### config.mk
export PLATFORM = sky130hd
export DESIGN_NAME = detmode_ctrl
export DESIGN_NICKNAME = d
export VERILOG_FILES = /design/src/rtl/detmode_pkg.sv /design/src/rtl/detmode_filter.sv /design/src/rtl/detmode_decode.sv /design/src/rtl/detmode_outmux.sv /design/src/rtl/detmode_ctrl.sv
export SDC_FILE = /design/constraint.sdc
export NUM_CORES = 1
export LEC_CHECK = 0
export BUFFER_PORTS_ARGS = -buffer_cell sky130_fd_sc_hd__buf_4
export CORE_MARGIN = 1
export CORE_UTILIZATION = 40
export DETAILED_ROUTE_END_ITERATION = 10
export PLACE_DENSITY = 0.68
export SKIP_LAST_GASP = 1
export SLEW_MARGIN = 0
export SYNTH_ARGS = -nofsm -noshare
export SYNTH_HDL_FRONTEND = slang
export SYNTH_SLANG_ARGS = --single-unit
export TNS_END_PERCENT = 10
### constraint.sdc
create_clock -name clk -period 2.87 [get_ports clk]
set_clock_uncertainty 0.05 [all_clocks]
set_input_delay 0 -clock clk [delete_from_list [all_inputs] [get_ports clk]]
set_output_delay 0 -clock clk [all_outputs]
set_load 0.005 [all_outputs]
### src/rtl/detmode_pkg.sv
package detmode_pkg;

    typedef enum logic [1:0] {
        MODE_FSK  = 2'd0,
        MODE_TONE = 2'd1,
        MODE_OFF  = 2'd2
    } det_mode_e;

    typedef struct packed {
        det_mode_e mode;
        logic      fsk_en;
        logic      fsk_srst;
        logic      tone_en;
        logic      tone_srst;
        logic      iface_m1;
        logic      pd_active;
    } mode_ctl_t;

endpackage

### src/rtl/detmode_filter.sv
module detmode_filter #(
    parameter int          CODE_W        = 3,
    parameter int          SETTLE_CYCLES = 1250,
    parameter logic [CODE_W-1:0] RESET_CODE = '1
) (
    input  logic              clk,
    input  logic              rst_n,
    input  logic [CODE_W-1:0] code_i,
    output logic [CODE_W-1:0] code_o
);
    localparam int CNT_W = (SETTLE_CYCLES > 2) ? $clog2(SETTLE_CYCLES) : 1;
    localparam logic [CNT_W-1:0] CNT_TOP  = CNT_W'(SETTLE_CYCLES - 1);
    localparam logic [CNT_W-1:0] CNT_LAST = CNT_W'(SETTLE_CYCLES - 2);

    typedef struct packed {
        logic [CODE_W-1:0] samp;
        logic [CNT_W-1:0]  cnt;
        logic [CODE_W-1:0] applied;
    } flt_t;

    flt_t flt_q, flt_d;

    always_comb begin
        flt_d = flt_q;
        if (code_i != flt_q.samp) begin
            // new candidate: restart the stability run
            flt_d.samp = code_i;
            flt_d.cnt  = '0;
        end else if (flt_q.cnt != CNT_TOP) begin
            flt_d.cnt = flt_q.cnt + 1'b1;
            if (flt_q.cnt == CNT_LAST) begin
                flt_d.applied = code_i;
            end
        end
    end

    always_ff @(posedge clk) begin
        if (!rst_n) begin
            flt_q.samp    <= RESET_CODE;
            flt_q.cnt     <= '0;
            flt_q.applied <= RESET_CODE;
        end else begin
            flt_q <= flt_d;
        end
    end

    assign code_o = flt_q.applied;
endmodule

### src/rtl/detmode_decode.sv
module detmode_decode
    import detmode_pkg::*;
#(
    parameter int                CODE_W   = 3,
    parameter logic [CODE_W-1:0] PD_CODE  = '1,
    parameter logic [CODE_W-2:0] TONE_SEL = '0
) (
    input  logic [CODE_W-1:0] code_i,
    output mode_ctl_t         ctl_o
);
    always_comb begin
        ctl_o          = '0;
        ctl_o.iface_m1 = code_i[0];
        if (code_i == PD_CODE) begin
            ctl_o.mode = MODE_OFF;
        end else if (code_i[CODE_W-1:1] == TONE_SEL) begin
            ctl_o.mode = MODE_TONE;
        end else begin
            ctl_o.mode = MODE_FSK;
        end
        ctl_o.pd_active = (ctl_o.mode == MODE_OFF);
        ctl_o.fsk_en    = (ctl_o.mode == MODE_FSK);
        ctl_o.tone_en   = (ctl_o.mode == MODE_TONE);
        ctl_o.fsk_srst  = (ctl_o.mode != MODE_FSK);
        ctl_o.tone_srst = (ctl_o.mode != MODE_TONE);
    end
endmodule

### src/rtl/detmode_outmux.sv
module detmode_outmux
    import detmode_pkg::*;
(
    input  det_mode_e mode_i,
    input  logic      iface_m1_i,
    input  logic      fsk_data,
    input  logic      fsk_ready_n,
    input  logic      fsk_clk_out,
    input  logic      fsk_carrier_n,
    input  logic      tone_hit_n,
    output logic      sdata_o,
    output logic      sclk_o,
    output logic      sclk_oe,
    output logic      ready_det_n_o,
    output logic      carrier_n_o
);
    always_comb begin
        sdata_o       = 1'b1;
        sclk_o        = 1'b1;
        ready_det_n_o = 1'b1;
        carrier_n_o   = 1'b1;
        sclk_oe       = (mode_i != MODE_OFF) && !iface_m1_i;
        unique case (mode_i)
            MODE_FSK: begin
                carrier_n_o = fsk_carrier_n;
                if (!fsk_carrier_n) begin
                    sdata_o       = fsk_data;
                    ready_det_n_o = fsk_ready_n;
                    sclk_o        = iface_m1_i ? 1'b1 : fsk_clk_out;
                end else if (iface_m1_i) begin
                    sdata_o = fsk_data;
                end
            end
            MODE_TONE: ready_det_n_o = tone_hit_n;
            default: ;
        endcase
    end
endmodule

### src/rtl/detmode_ctrl.sv
module detmode_ctrl
    import detmode_pkg::*;
#(
    parameter int                CODE_W        = 3,
    parameter int                SETTLE_CYCLES = 1250,
    parameter logic [CODE_W-1:0] PD_CODE       = 3'b111,
    parameter logic [CODE_W-2:0] TONE_SEL      = 2'b10
) (
    input  logic              clk,
    input  logic              rst_n,
    input  logic [CODE_W-1:0] ctl_code,
    input  logic              fsk_data,
    input  logic              fsk_ready_n,
    input  logic              fsk_clk_out,
    input  logic              fsk_carrier_n,
    input  logic              tone_hit_n,
    output logic              fsk_en,
    output logic              fsk_srst,
    output logic              tone_en,
    output logic              tone_srst,
    output logic              iface_m1,
    output logic              pd_active,
    output logic              sdata_o,
    output logic              sclk_o,
    output logic              sclk_oe,
    output logic              ready_det_n_o,
    output logic              carrier_n_o
);
    logic [CODE_W-1:0] applied_code;
    mode_ctl_t         ctl;

    detmode_filter #(
        .CODE_W        (CODE_W),
        .SETTLE_CYCLES (SETTLE_CYCLES),
        .RESET_CODE    (PD_CODE)
    ) u_filter (
        .clk    (clk),
        .rst_n  (rst_n),
        .code_i (ctl_code),
        .code_o (applied_code)
    );

    detmode_decode #(
        .CODE_W   (CODE_W),
        .PD_CODE  (PD_CODE),
        .TONE_SEL (TONE_SEL)
    ) u_decode (
        .code_i (applied_code),
        .ctl_o  (ctl)
    );

    detmode_outmux u_outmux (
        .mode_i        (ctl.mode),
        .iface_m1_i    (ctl.iface_m1),
        .fsk_data      (fsk_data),
        .fsk_ready_n   (fsk_ready_n),
        .fsk_clk_out   (fsk_clk_out),
        .fsk_carrier_n (fsk_carrier_n),
        .tone_hit_n    (tone_hit_n),
        .sdata_o       (sdata_o),
        .sclk_o        (sclk_o),
        .sclk_oe       (sclk_oe),
        .ready_det_n_o (ready_det_n_o),
        .carrier_n_o   (carrier_n_o)
    );

    assign fsk_en    = ctl.fsk_en;
    assign fsk_srst  = ctl.fsk_srst;
    assign tone_en   = ctl.tone_en;
    assign tone_srst = ctl.tone_srst;
    assign iface_m1  = ctl.iface_m1;
    assign pd_active = ctl.pd_active;
endmodule

Word-level counts from Yosys, hierarchy flattened
Index checks and enable logic that the tools add are counted.
{"block": "totals", "regBits": 17, "latch_bits": 0, "ramBits": 0, "romBits": 0, "in_bits": 10, "out_inout_bits": 11, "word_cells": 32, "mem_count": 0}
{"block": "classes", "n_addsub": 1, "multipliers": 0, "n_div": 0, "magnitude_cmp": 0, "n_eq_ne": 9, "n_shift": 0, "n_mux": 11, "bitwise_logic": 2, "n_reduce_logical": 6}
{"operator": "11-bit by 1-bit adder with 11-bit output, second input constant", "n": 1}
{"operator": "11-bit equality test, second input constant", "n": 1}
{"operator": "11-bit inequality test, second input constant", "n": 1}
{"operator": "1-bit two-way mux", "n": 9}
{"operator": "2-bit equality test, second input constant", "n": 2}
{"operator": "3-bit equality test, second input constant", "n": 1}
{"operator": "3-bit inequality test", "n": 1}
{"operator": "3-bit AND reduction", "n": 1}
{"operator": "2-bit by 1-bit equality test with 1-bit output, second input constant", "n": 1}
{"operator": "2-bit logical NOT", "n": 1}
{"operator": "2-bit two-way mux", "n": 1}
{"operator": "2-bit by 1-bit inequality test with 1-bit output, second input constant", "n": 1}
{"operator": "2-bit inequality test, second input constant", "n": 1}
{"operator": "1-bit inverter", "n": 2}
{"operator": "1-bit case mux with 2 select lines", "n": 1}
{"operator": "2-bit nonzero test", "n": 1}
{"operator": "2-bit OR reduction", "n": 1}
{"operator": "1-bit logical AND", "n": 1}
{"operator": "1-bit logical NOT", "n": 1}

Depth between registers and ports, before layout
Gate-level depths: netlist (run 1).
{"block": "logic_depth", "word_depth": 5, "ltp_mapped": 6, "ltp_nobuf": 6}

Cells and area by module
Synthesis (run 1) repeated with hierarchy kept, for this count alone.
{"block": "unflattened", "hier_cells": 102, "area_unflattened_um2": 929.6}
{"module": "detmode_filter", "n_inst": 1, "cells_per_inst": 85, "area_each_um2": 813.3, "seq_area_each_um2": 340.3}
{"module": "detmode_decode", "n_inst": 1, "cells_per_inst": 9, "area_each_um2": 58.8, "seq_area_each_um2": 0.0}
{"module": "detmode_outmux", "n_inst": 1, "cells_per_inst": 8, "area_each_um2": 57.6, "seq_area_each_um2": 0.0}

Worst setup path after synthesis (run 1)
No wires, ideal clock.
{"block": "synth_path", "path_type": "register -> register", "from": "register u_filter.flt_q[4] (netlist bit)", "to": "register u_filter.flt_q (netlist bit u_filter.code_o[0])", "setup_ns": 0.121, "arrival_ns": 1.410, "required_ns": 2.699, "path_slack_ns": 1.290, "stages_incl_launch_ff": 7, "path_buffers": 0, "synth_period_minus_slack_ns": 1.580, "path_cell_list": "dfxtp_1 > inv_1 > ha_1 > nor4b_1 > nand4_1 > nor2_2 > mux2_2"}
{"block": "synth_between", "elab_chain_len": 2, "elab_cells_between_ends": 3, "classes_between": "2 x eq/ne; 1 x reduce/logical"}
{"element": "start, declared", "line_no": "detmode_filter.sv:21", "rtl": "flt_t flt_q, flt_d;"}
{"element": "start signal, assigned", "line_no": "detmode_filter.sv:43", "rtl": "flt_q <= flt_d;"}
{"element": "11-bit equality test or 11-bit inequality test (tied branches)", "line_no": "detmode_filter.sv:31, detmode_filter.sv:29"}
{"element": "3-bit AND reduction (no line) (*)"}
Every way passes the cells marked *; elsewhere a longest branch is shown, timed or not.
A chain may end at the register's enable or synchronous reset.

Final worst setup path (run 1)
{"block": "layout_path", "from": "register u_filter.flt_q[4] (netlist bit)", "to": "register u_filter.flt_q (netlist bit u_filter.code_o[1])"}
The elaborated chain is that of the path after synthesis.

==> flow_summary.ini, run 1 <==
[floorplanning]
coreArea_mm2 = 0.00198
die_h_um = 48.2
fp.dieArea_mm2 = 0.00232
ios = 21
fp-row-count = 16
fp.dieW_um = 48.2
initial_core_util = 0.431

[logic_synthesis]
synth_top_area_share = 0.399
synth_area_per_cell_um2 = 8.98
synth_xor_area_frac = 0.103
synthMuxAreaShare = 0.0513
synth_simple_gate_area_frac = 0.323
synth_compound_area_frac = 0.0499
synth_top_family_by_area = simple AND/OR/NAND/NOR gates
synthAdderAreaFrac = 0.0440
synthCells = 95
ys_warn_count = 0
synth_seq_cells = 17
synth.distinct_cells = 29
synth_area_um2 = 853
synth_area_leaders = dfxtp_1 40%, xnor2_1 8.2%, nand2b_1 5.1%
ys_seq_area_frac = 0.399
syn_nets = 108
synth_top_cell_by_area = dfxtp_1

[setup_path]
crit_fanout = 4
max_stage_delay_ps = 390
path_cells = inv_1 -> ha_1 -> nor4b_1 -> nand4_1 -> nor2_2 -> mux2_2
start_kind = flip-flop
crit_arrival_ps = 1870
crit_required_ps = 2990
crit_family = simple AND/OR/NAND/NOR gates
criticalPathCategory = flip-flop to flip-flop
cp_slowest_cell = dfxtp_1
end_kind = flip-flop
cp.buffers_inverters = 1

[timing]
fin_crit_sh = 0.607
finalCriticalPeriod_ps = 1740
hold_viol = 0
rsz0062_at_grt = false
relSlewSlack = 0.812
setup_viol = 0
fmax_mhz = 574
finalSetupTns_ps = 0
maxSlewViolCount = 0
max_slew.worst_pin.slew_ps = 278

[global_routing]
grt_pass1_vias = 606
grt_usage = 0.167
grt_overflow_total = 0
antenna_found_initial = 0
grt_pass1_wl_um = 2650
grt_max_degree = 11

[clock_tree]
cts_setup_buffers = 0
clk_latency_ps = 280
htreeDepth = 1
root_buffer = clkbuf_4
clock_sinks = 17
cts.reportedPaths.clkPinSlew_ps = 90
clockBufferDepth = 2
tritoncts = built
cts_buffers = 3

[run]
cap_viol_max_count = 0

[routing]
wirelength_um = 1750
vias = 731
ant_nets = 0
viasPerCell = 4.81
drt_iter0_drc = 3
drc_errors = 0
drt_pass1_iterations = 2
post_drt_wl_per_cell_um = 11.5

[power_and_ir_drop]
power_density_mw_per_mm2 = 354
peakVddDrop_mv = 0.342
leakage_nw = 0.411

[placement]
dp_hpwl_um = 1280
routabilityCongestion = 0.737
io_buffers = 20

[run_status]
outcome = completed

[cells_and_area]
area_delta_synth_final_pct = 31.8
utilization = 0.568
antenna_cells = 0
drive_gt1_frac = 0.256
final_net_count = 139

[min_path]
min_path_type = primary input to flip-flop
==> cell usage in the layout, fill, tap and decap left out, types with 2 or more instances in the layout <==
cell type / instances
a21oi_1: 5
buf_4: 20
clkbuf_4: 3
dfxtp_1: 17
dlygate4sd3_1: 6
ha_1: 3
inv_1: 7
mux2_2: 3
nand2_1: 5
nand2b_1: 7
nand3_1: 5
nor2_1: 9
nor3_1: 4
o21ai_0: 2
or3_1: 3
xnor2_1: 8
xor2_1: 2
==> path summary, 6_finish.rpt <==
check                            startpoint                               to  slack [ps]  depth (start not counted)
min                                   rst_n  u_filter.code_o[0]$_SDFFE_PN1P_          40                          3
min reg2reg  u_filter.flt_q[8]$_SDFFE_PP0P_   u_filter.flt_q[8]$_SDFFE_PP0P_         460                          2
max reg2reg  u_filter.flt_q[4]$_SDFFE_PP0P_  u_filter.code_o[1]$_SDFFE_PN1P_        1130                          6
max          u_filter.flt_q[4]$_SDFFE_PP0P_  u_filter.code_o[1]$_SDFFE_PN1P_        1130                          6
==> area by class of cell <==
cell class / count / area [um^2]
clock buffer: 3 / 22.5
clock inverter: 1 / 5.00
multi-input combinational: 71 / 487
fill: 188 / 857
inverter: 7 / 26.3
sequential: 17 / 340
timing repair buffer: 26 / 210
tap: 27 / 33.8
==> per-layer routing <==
metal | part of all wire | global-route usage | routed length (um)
met1 | 0.47 | 0.220 | 831
met2 | 0.50 | 0.267 | 878
met3 | 0.015 | 0.0333 | 27
met4 | 0.0080 | 0.0667 | 14
met5 | 0 | 0 | 0
==> cells by family after synthesis <==
logic type	count (synthesis)
AOI/OAI and AO/OA	8
xor gates and xnor gates	10
adders and majority gates	3
buffers and inverters	7
DFF	17
muxes	4
and+or+nand+nor	46
==> synthesized netlist by cell type (all sizes together) <==
| cell type | count |
|---|---|
| nand4 | 2 |
| mux2i | 1 |
| xnor2 | 8 |
| nor2 | 10 |
| or2b | 1 |
| a21boi | 1 |
| and2 | 1 |
| nand2 | 5 |
| nor4bb | 1 |
| a21oi | 5 |
| nor4b | 2 |
| or2 | 1 |
| nor3 | 4 |
| xor2 | 2 |
| nand3b | 1 |
| o21ai | 2 |
| or3 | 3 |
| nand3 | 6 |
| and3 | 1 |
| dfxtp | 17 |
| nor4 | 1 |
| ha | 3 |
| mux2 | 3 |
| nand2b | 7 |
| inv | 7 |
==> state kept, by name, summed over array words and instances, names as in the netlist <==
| register | cells |
|---|---|
| u_filter.flt_q | 14 |
| u_filter.code_o | 3 |
==> where the power goes <==
part	internal [W]	switching, W	total, W
sequential	0.000239	0.00000201	0.000241
clock	0.0000516	0.0000717	0.000123
combinational	0.0000200	0.0000145	0.0000345
==> tightest hold or removal path: stages <==
cell,delay [ps]
buf_4,140
nand2_1,60
mux2_2,130
==> per-stage QoR <==
stage	hold slack [ps]	std cells	setup WS, ps	area (um^2)	power [W]
final	35.3	152	1130	1120	0.000399
after CTS	20.2	152	1110	1120	0.000405
after global placement	197	142	1230	1040	0.000273
after detailed placement	193	142	1160	1040	0.000274
after floorplan	32.6	95	1290	853	0.000259
after global routing	22.9	152	1020	1120	0.000420
==> timing repair <==
item | in CTS | in global routing
hold buffers | 6 | 0
hold endpoints to repair | 3 | 0
gates resized for setup | 0 | 0
No activity file was read; power rests on OpenSTA's default activity.
==> run 2: changes to the inputs <==
Settings changed: PLACE_DENSITY 0.68 to 0.7.
Clock period 2.87 ns to 1.45 ns, I/O delays scaled along.
==> run 2 against run 1 <==
  * The run now ends with setup timing left
  * Power is 100% higher
  * Combinational power is 120% higher
  * Utilization is 6.8 points higher
  * Die area stayed put
  * Routed wire length is 1.9% higher
  * Clock-buffer cell count stayed put
  * Sequential cell count stayed put
  * Critical path depth stayed put
  * Worst hold slack better by 120 ps
  * First-iteration DRC count grew to 4.7 times the previous value
  * Via count is 6.8% higher
==> flow_summary.ini, run 2 (synthesis results as in run 1) <==
[timing]
setup_viol = 7
setup_ws_ps = -164
relSlewSlack = 0.817
fin_crit_sh = 1.11
hold_viol = 0
max_slew.worst_pin.slew_ps = 274
fmax_mhz = 620
maxSlewViolCount = 0
finalCriticalPeriod_ps = 1610
finalSetupTns_ps = -652
hold-worst-slack_ps = 152
rsz0062_at_grt = true

[power_and_ir_drop]
power_switching_w = 0.000183
p_seq_frac = 0.592
p_clk_frac = 0.314
power_density_mw_per_mm2 = 638
p_int_w = 0.000620
switching_share = 0.228
power_frac_comb = 0.094
peakVddDrop_mv = 0.567
leakage_nw = 0.494

[clock_tree]
tritoncts = built
clock_sinks = 17
cts_buffers = 3
root_buffer = clkbuf_4
htreeDepth = 1
clk_latency_ps = 290
clockBufferDepth = 2
cts.reportedPaths.clkPinSlew_ps = 100

[cells_and_area]
multi_input_comb_area_um2 = 531
mostFrequentLayoutCell = buf_4
seqCellArea_um2 = 342
fillers = 153
largest_register = u_filter.flt_q
area_delta_synth_final_pct = 47.7
stdcell_area_mm2 = 0.00126
largest_register_ffs = 14
antenna_cells = 0
final_cell_mix = 32 x buf_4, 16 x dfxtp_1, 9 x nor2_1
drive_gt1_frac = 0.350
final_net_count = 151
final_cells = 164

[routing]
drt_iter0_drc = 14
post_drt_wl_per_cell_um = 10.9
viasPerCell = 4.76
drc_errors = 0
vias = 781
wirelength_um = 1780
drt_pass1_iterations = 5
ant_nets = 0

[run_status]
outcome = complete, but fails checks
violations = setup timing

[global_routing]
antenna_found_initial = 0
grt_overflow_total = 0
grt_usage = 0.178
grt_max_degree = 11
grt_pass1_vias = 708
grt_pass1_wl_um = 2790

[floorplanning]
fp.dieW_um = 48.2
fp-row-count = 16
initial_core_util = 0.431
die_h_um = 48.2
ios = 21
coreArea_mm2 = 0.00198
fp.dieArea_mm2 = 0.00232

[setup_path]
crit_arrival_ps = 1760
start_kind = flip-flop
regToRegSetupSlack_ps = -160
end_kind = flip-flop
crit_required_ps = 1590
criticalPathCategory = flip-flop to flip-flop
crit_fanout = 3

[placement]
io_buffers = 20
dp_hpwl_um = 1390
dp.cells = 153
routabilityCongestion = 0.744
placed_cell_area_mm2 = 0.00113

[run]
cap_viol_max_count = 0

[min_path]
min_path_type = primary input to flip-flop
[run 2: path summary, 6_finish.rpt]
kind	startpoint	to	depth (start not counted)
worst max-delay path	u_filter.flt_q[4]$_SDFFE_PP0P_	u_filter.code_o[1]$_SDFFE_PN1P_	6
worst min-delay path	ctl_code[1]	u_filter.flt_q[12]$_SDFFE_PP0P_	5
worst max register to register	u_filter.flt_q[4]$_SDFFE_PP0P_	u_filter.code_o[1]$_SDFFE_PN1P_	6
worst min register to register	u_filter.flt_q[8]$_SDFFE_PP0P_	u_filter.flt_q[8]$_SDFFE_PP0P_	2
[run 2: per-stage QoR]
stage	setup slack [ps]	power (W)	util
after detailed placement	-164	0.000546	0.569
after CTS	-154	0.000810	0.613
after global placement	-99.5	0.000545	0.569
after floorplan	-84.9	0.000512	-
after global routing	-230	0.000844	0.636
final	-164	0.000803	0.636
[run 2: timing repair]
item                       CTS  global route
hold buffers                 6             0
hold endpoints to repair     3             0
setup endpoints to repair    9            11
buffers inserted             0             1
cloned                       0             0
resized for setup            0             8
pin swaps                    1             3
[run 2: layout make-up]
| cell class | count | share of cell area |
|---|---|---|
| clock buffer | 3 | 0.0179 |
| sequential | 17 | 0.271 |
| tap | 27 | 0.0268 |
| timing repair buffer | 38 | 0.238 |
| clock inverter | 1 | 0.00397 |
| multi-input combinational | 71 | 0.421 |
| inverter | 7 | 0.0209 |
[run 2: worst max-delay path, stage by stage (launching register included)]
cell	delay, ps
dfxtp_2	340
inv_2	50
ha_4	150
nor4b_4	240
nand4_1	170
nor2_4	200
mux2_4	310
[run 2: power groups by stage]
stage	clock [W]	sequential [W]	combinational (W)
floorplan	0	0.000487	0.0000259
global placement	0	0.000486	0.0000588
detailed placement	0	0.000486	0.0000599
CTS	0.000262	0.000475	0.0000730
global route	0.000284	0.000477	0.0000836
finish	0.000252	0.000476	0.0000755
[run 2: routing by layer]
layer  vias to the layer above  GRT usage  routed length [um]
met5                         -          0                   0
met4                         0     0.0333                   7
met3                         2     0.0667                  88
met2                        18      0.315                 887
met1                       355      0.204                 801
li1                        406          -                   -
==> run 3: changes to the inputs <==
Settings changed: CORE_UTILIZATION 40 to 37, CTS_CLUSTER_DIAMETER from default to 150, PLACE_DENSITY 0.7 to 0.64.
Clock period 1.45 ns to 1.8 ns, I/O delays scaled along.
==> run 3 against run 2 <==
  * Via count shrank 9.9%
  * Utilization fell by 12 points
  * Sequential power shrank 19%
  * Largest cell class unchanged
  * Die area grew 7.8%
  * Sequential cell count did not move
  * Cell count fell by 6.7%
  * Sequential share of layout area rose by 3.0 points
  * Worst hold slack got worse by 130 ps
  * The flow now finishes without violations
==> flow_summary.ini, run 3 (synthesis results as in run 1) <==
[power_and_ir_drop]
power_density_mw_per_mm2 = 561
peakVddDrop_mv = 0.480
leakage_nw = 0.413

[setup_path]
end_kind = flip-flop
crit_arrival_ps = 1800
crit_required_ps = 1930
crit_family = simple AND/OR/NAND/NOR gates
criticalPathCategory = flip-flop to flip-flop
crit_fanout = 4
path_cells = inv_1 -> ha_1 -> nor4b_2 -> nand4_1 -> nor2_2 -> mux2_2
max_stage_delay_ps = 360
cp_slowest_cell = dfxtp_2
start_kind = flip-flop
cp.buffers_inverters = 1

[global_routing]
grt_overflow_total = 0
grt_pass1_vias = 653
antenna_found_initial = 0
grt_max_degree = 11
grt_usage = 0.153
grt_pass1_wl_um = 2940

[floorplanning]
ios = 21
die_h_um = 50.0
fp-row-count = 17
fp.dieArea_mm2 = 0.00250
fp.dieW_um = 50.0
coreArea_mm2 = 0.00219
initial_core_util = 0.389

[placement]
routabilityCongestion = 0.692
io_buffers = 20
dp_hpwl_um = 1270
dp.cells = 143

[cells_and_area]
final_cell_mix = 20 x buf_4, 16 x dfxtp_1, 9 x nor2_1
antenna_cells = 0
largest_register_ffs = 14
final_cells = 153
largest_register = u_filter.flt_q
drive_gt1_frac = 0.272
area_delta_synth_final_pct = 32.8
final_net_count = 139
mostFrequentLayoutCell = buf_4

[routing]
drt_pass1_iterations = 4
vias = 704
ant_nets = 0
post_drt_wl_per_cell_um = 11.4
viasPerCell = 4.60
wirelength_um = 1740
drt_iter0_drc = 16
drc_errors = 0

[timing]
fin_crit_sh = 0.924
finalCriticalPeriod_ps = 1660
fmax_mhz = 601
maxSlewViolCount = 0
rsz0062_at_grt = false
max_slew.worst_pin.slew_ps = 290
finalSetupTns_ps = 0
hold_viol = 0
setup_viol = 0
relSlewSlack = 0.806

[clock_tree]
cts_setup_buffers = 0
cts_buffers = 3
root_buffer = clkbuf_4
tritoncts = built
htreeDepth = 1
cts.reportedPaths.clkPinSlew_ps = 100
clockBufferDepth = 2
clock_sinks = 17
clk_latency_ps = 280

[min_path]
min_path_type = primary input to flip-flop

[run]
cap_viol_max_count = 0

[run_status]
outcome = completed
run 3: cell count changes in the layout (fill, tap and decap cells not counted), sizes merged:
cell	delta
buf	-12
run 3: through the flow:
stage               instance area, um^2   util  worst slack, ps  power, W  hold slack (ps)
floorplan                           853      -              220  0.000413             32.6
global placement                   1040  0.474              158  0.000435              197
detailed placement                 1040  0.474              110  0.000437              201
CTS                                1130  0.514             84.0  0.000644             10.9
global route                       1130  0.517             1.33  0.000669             21.5
finish                             1130  0.517              137  0.000636             24.9
run 3: final timing paths:
check | startpoint | end | slack [ps] | cells past startpoint
worst max-delay path | u_filter.flt_q[4]$_SDFFE_PP0P_ | u_filter.code_o[2]$_SDFFE_PN1P_ | 140 | 6
worst min-delay path | rst_n | u_filter.code_o[0]$_SDFFE_PN1P_ | 20 | 3
worst max register to register | u_filter.flt_q[4]$_SDFFE_PP0P_ | u_filter.code_o[2]$_SDFFE_PN1P_ | 140 | 6
worst min register to register | u_filter.flt_q[8]$_SDFFE_PP0P_ | u_filter.flt_q[8]$_SDFFE_PP0P_ | 470 | 2
run 3: area by class of cell:
| type | count | area, um^2 |
|---|---|---|
| clock buffers | 3 | 22.5 |
| multi-input cells | 71 | 493 |
| clock inverters | 1 | 5.00 |
| flip-flops and latches | 17 | 342 |
| inverters | 7 | 26.3 |
| fillers | 203 | 1060 |
| well taps | 28 | 35.0 |
| repair buffers | 26 | 210 |
run 3: repair_timing:
action	4_1_cts	5_1_grt
resized for setup	0	2
hold endpoints to repair	3	0
setup endpoints to repair	0	3
hold buffers	6	0
run 3: where the power goes:
group	switching (W)	internal [W]
clock network	0.000115	0.0000824
logic	0.0000231	0.0000322
registers	0.00000328	0.000381
run 3: layer usage:
metal	track usage	share of wire	wire length, um	vias up
met5	0	0	0	-
met1	0.204	0.49	852	313
li1	-	-	-	377
met4	0.0714	0	0	0
met3	0.0185	0.030	53	0
met2	0.242	0.48	832	14
run 3: tightest hold or removal path: cells and delay by family:
family	cells	cell delay, ps
buffers and inverters	1	140
AND/OR/NAND/NOR	1	60
multiplexers	1	130
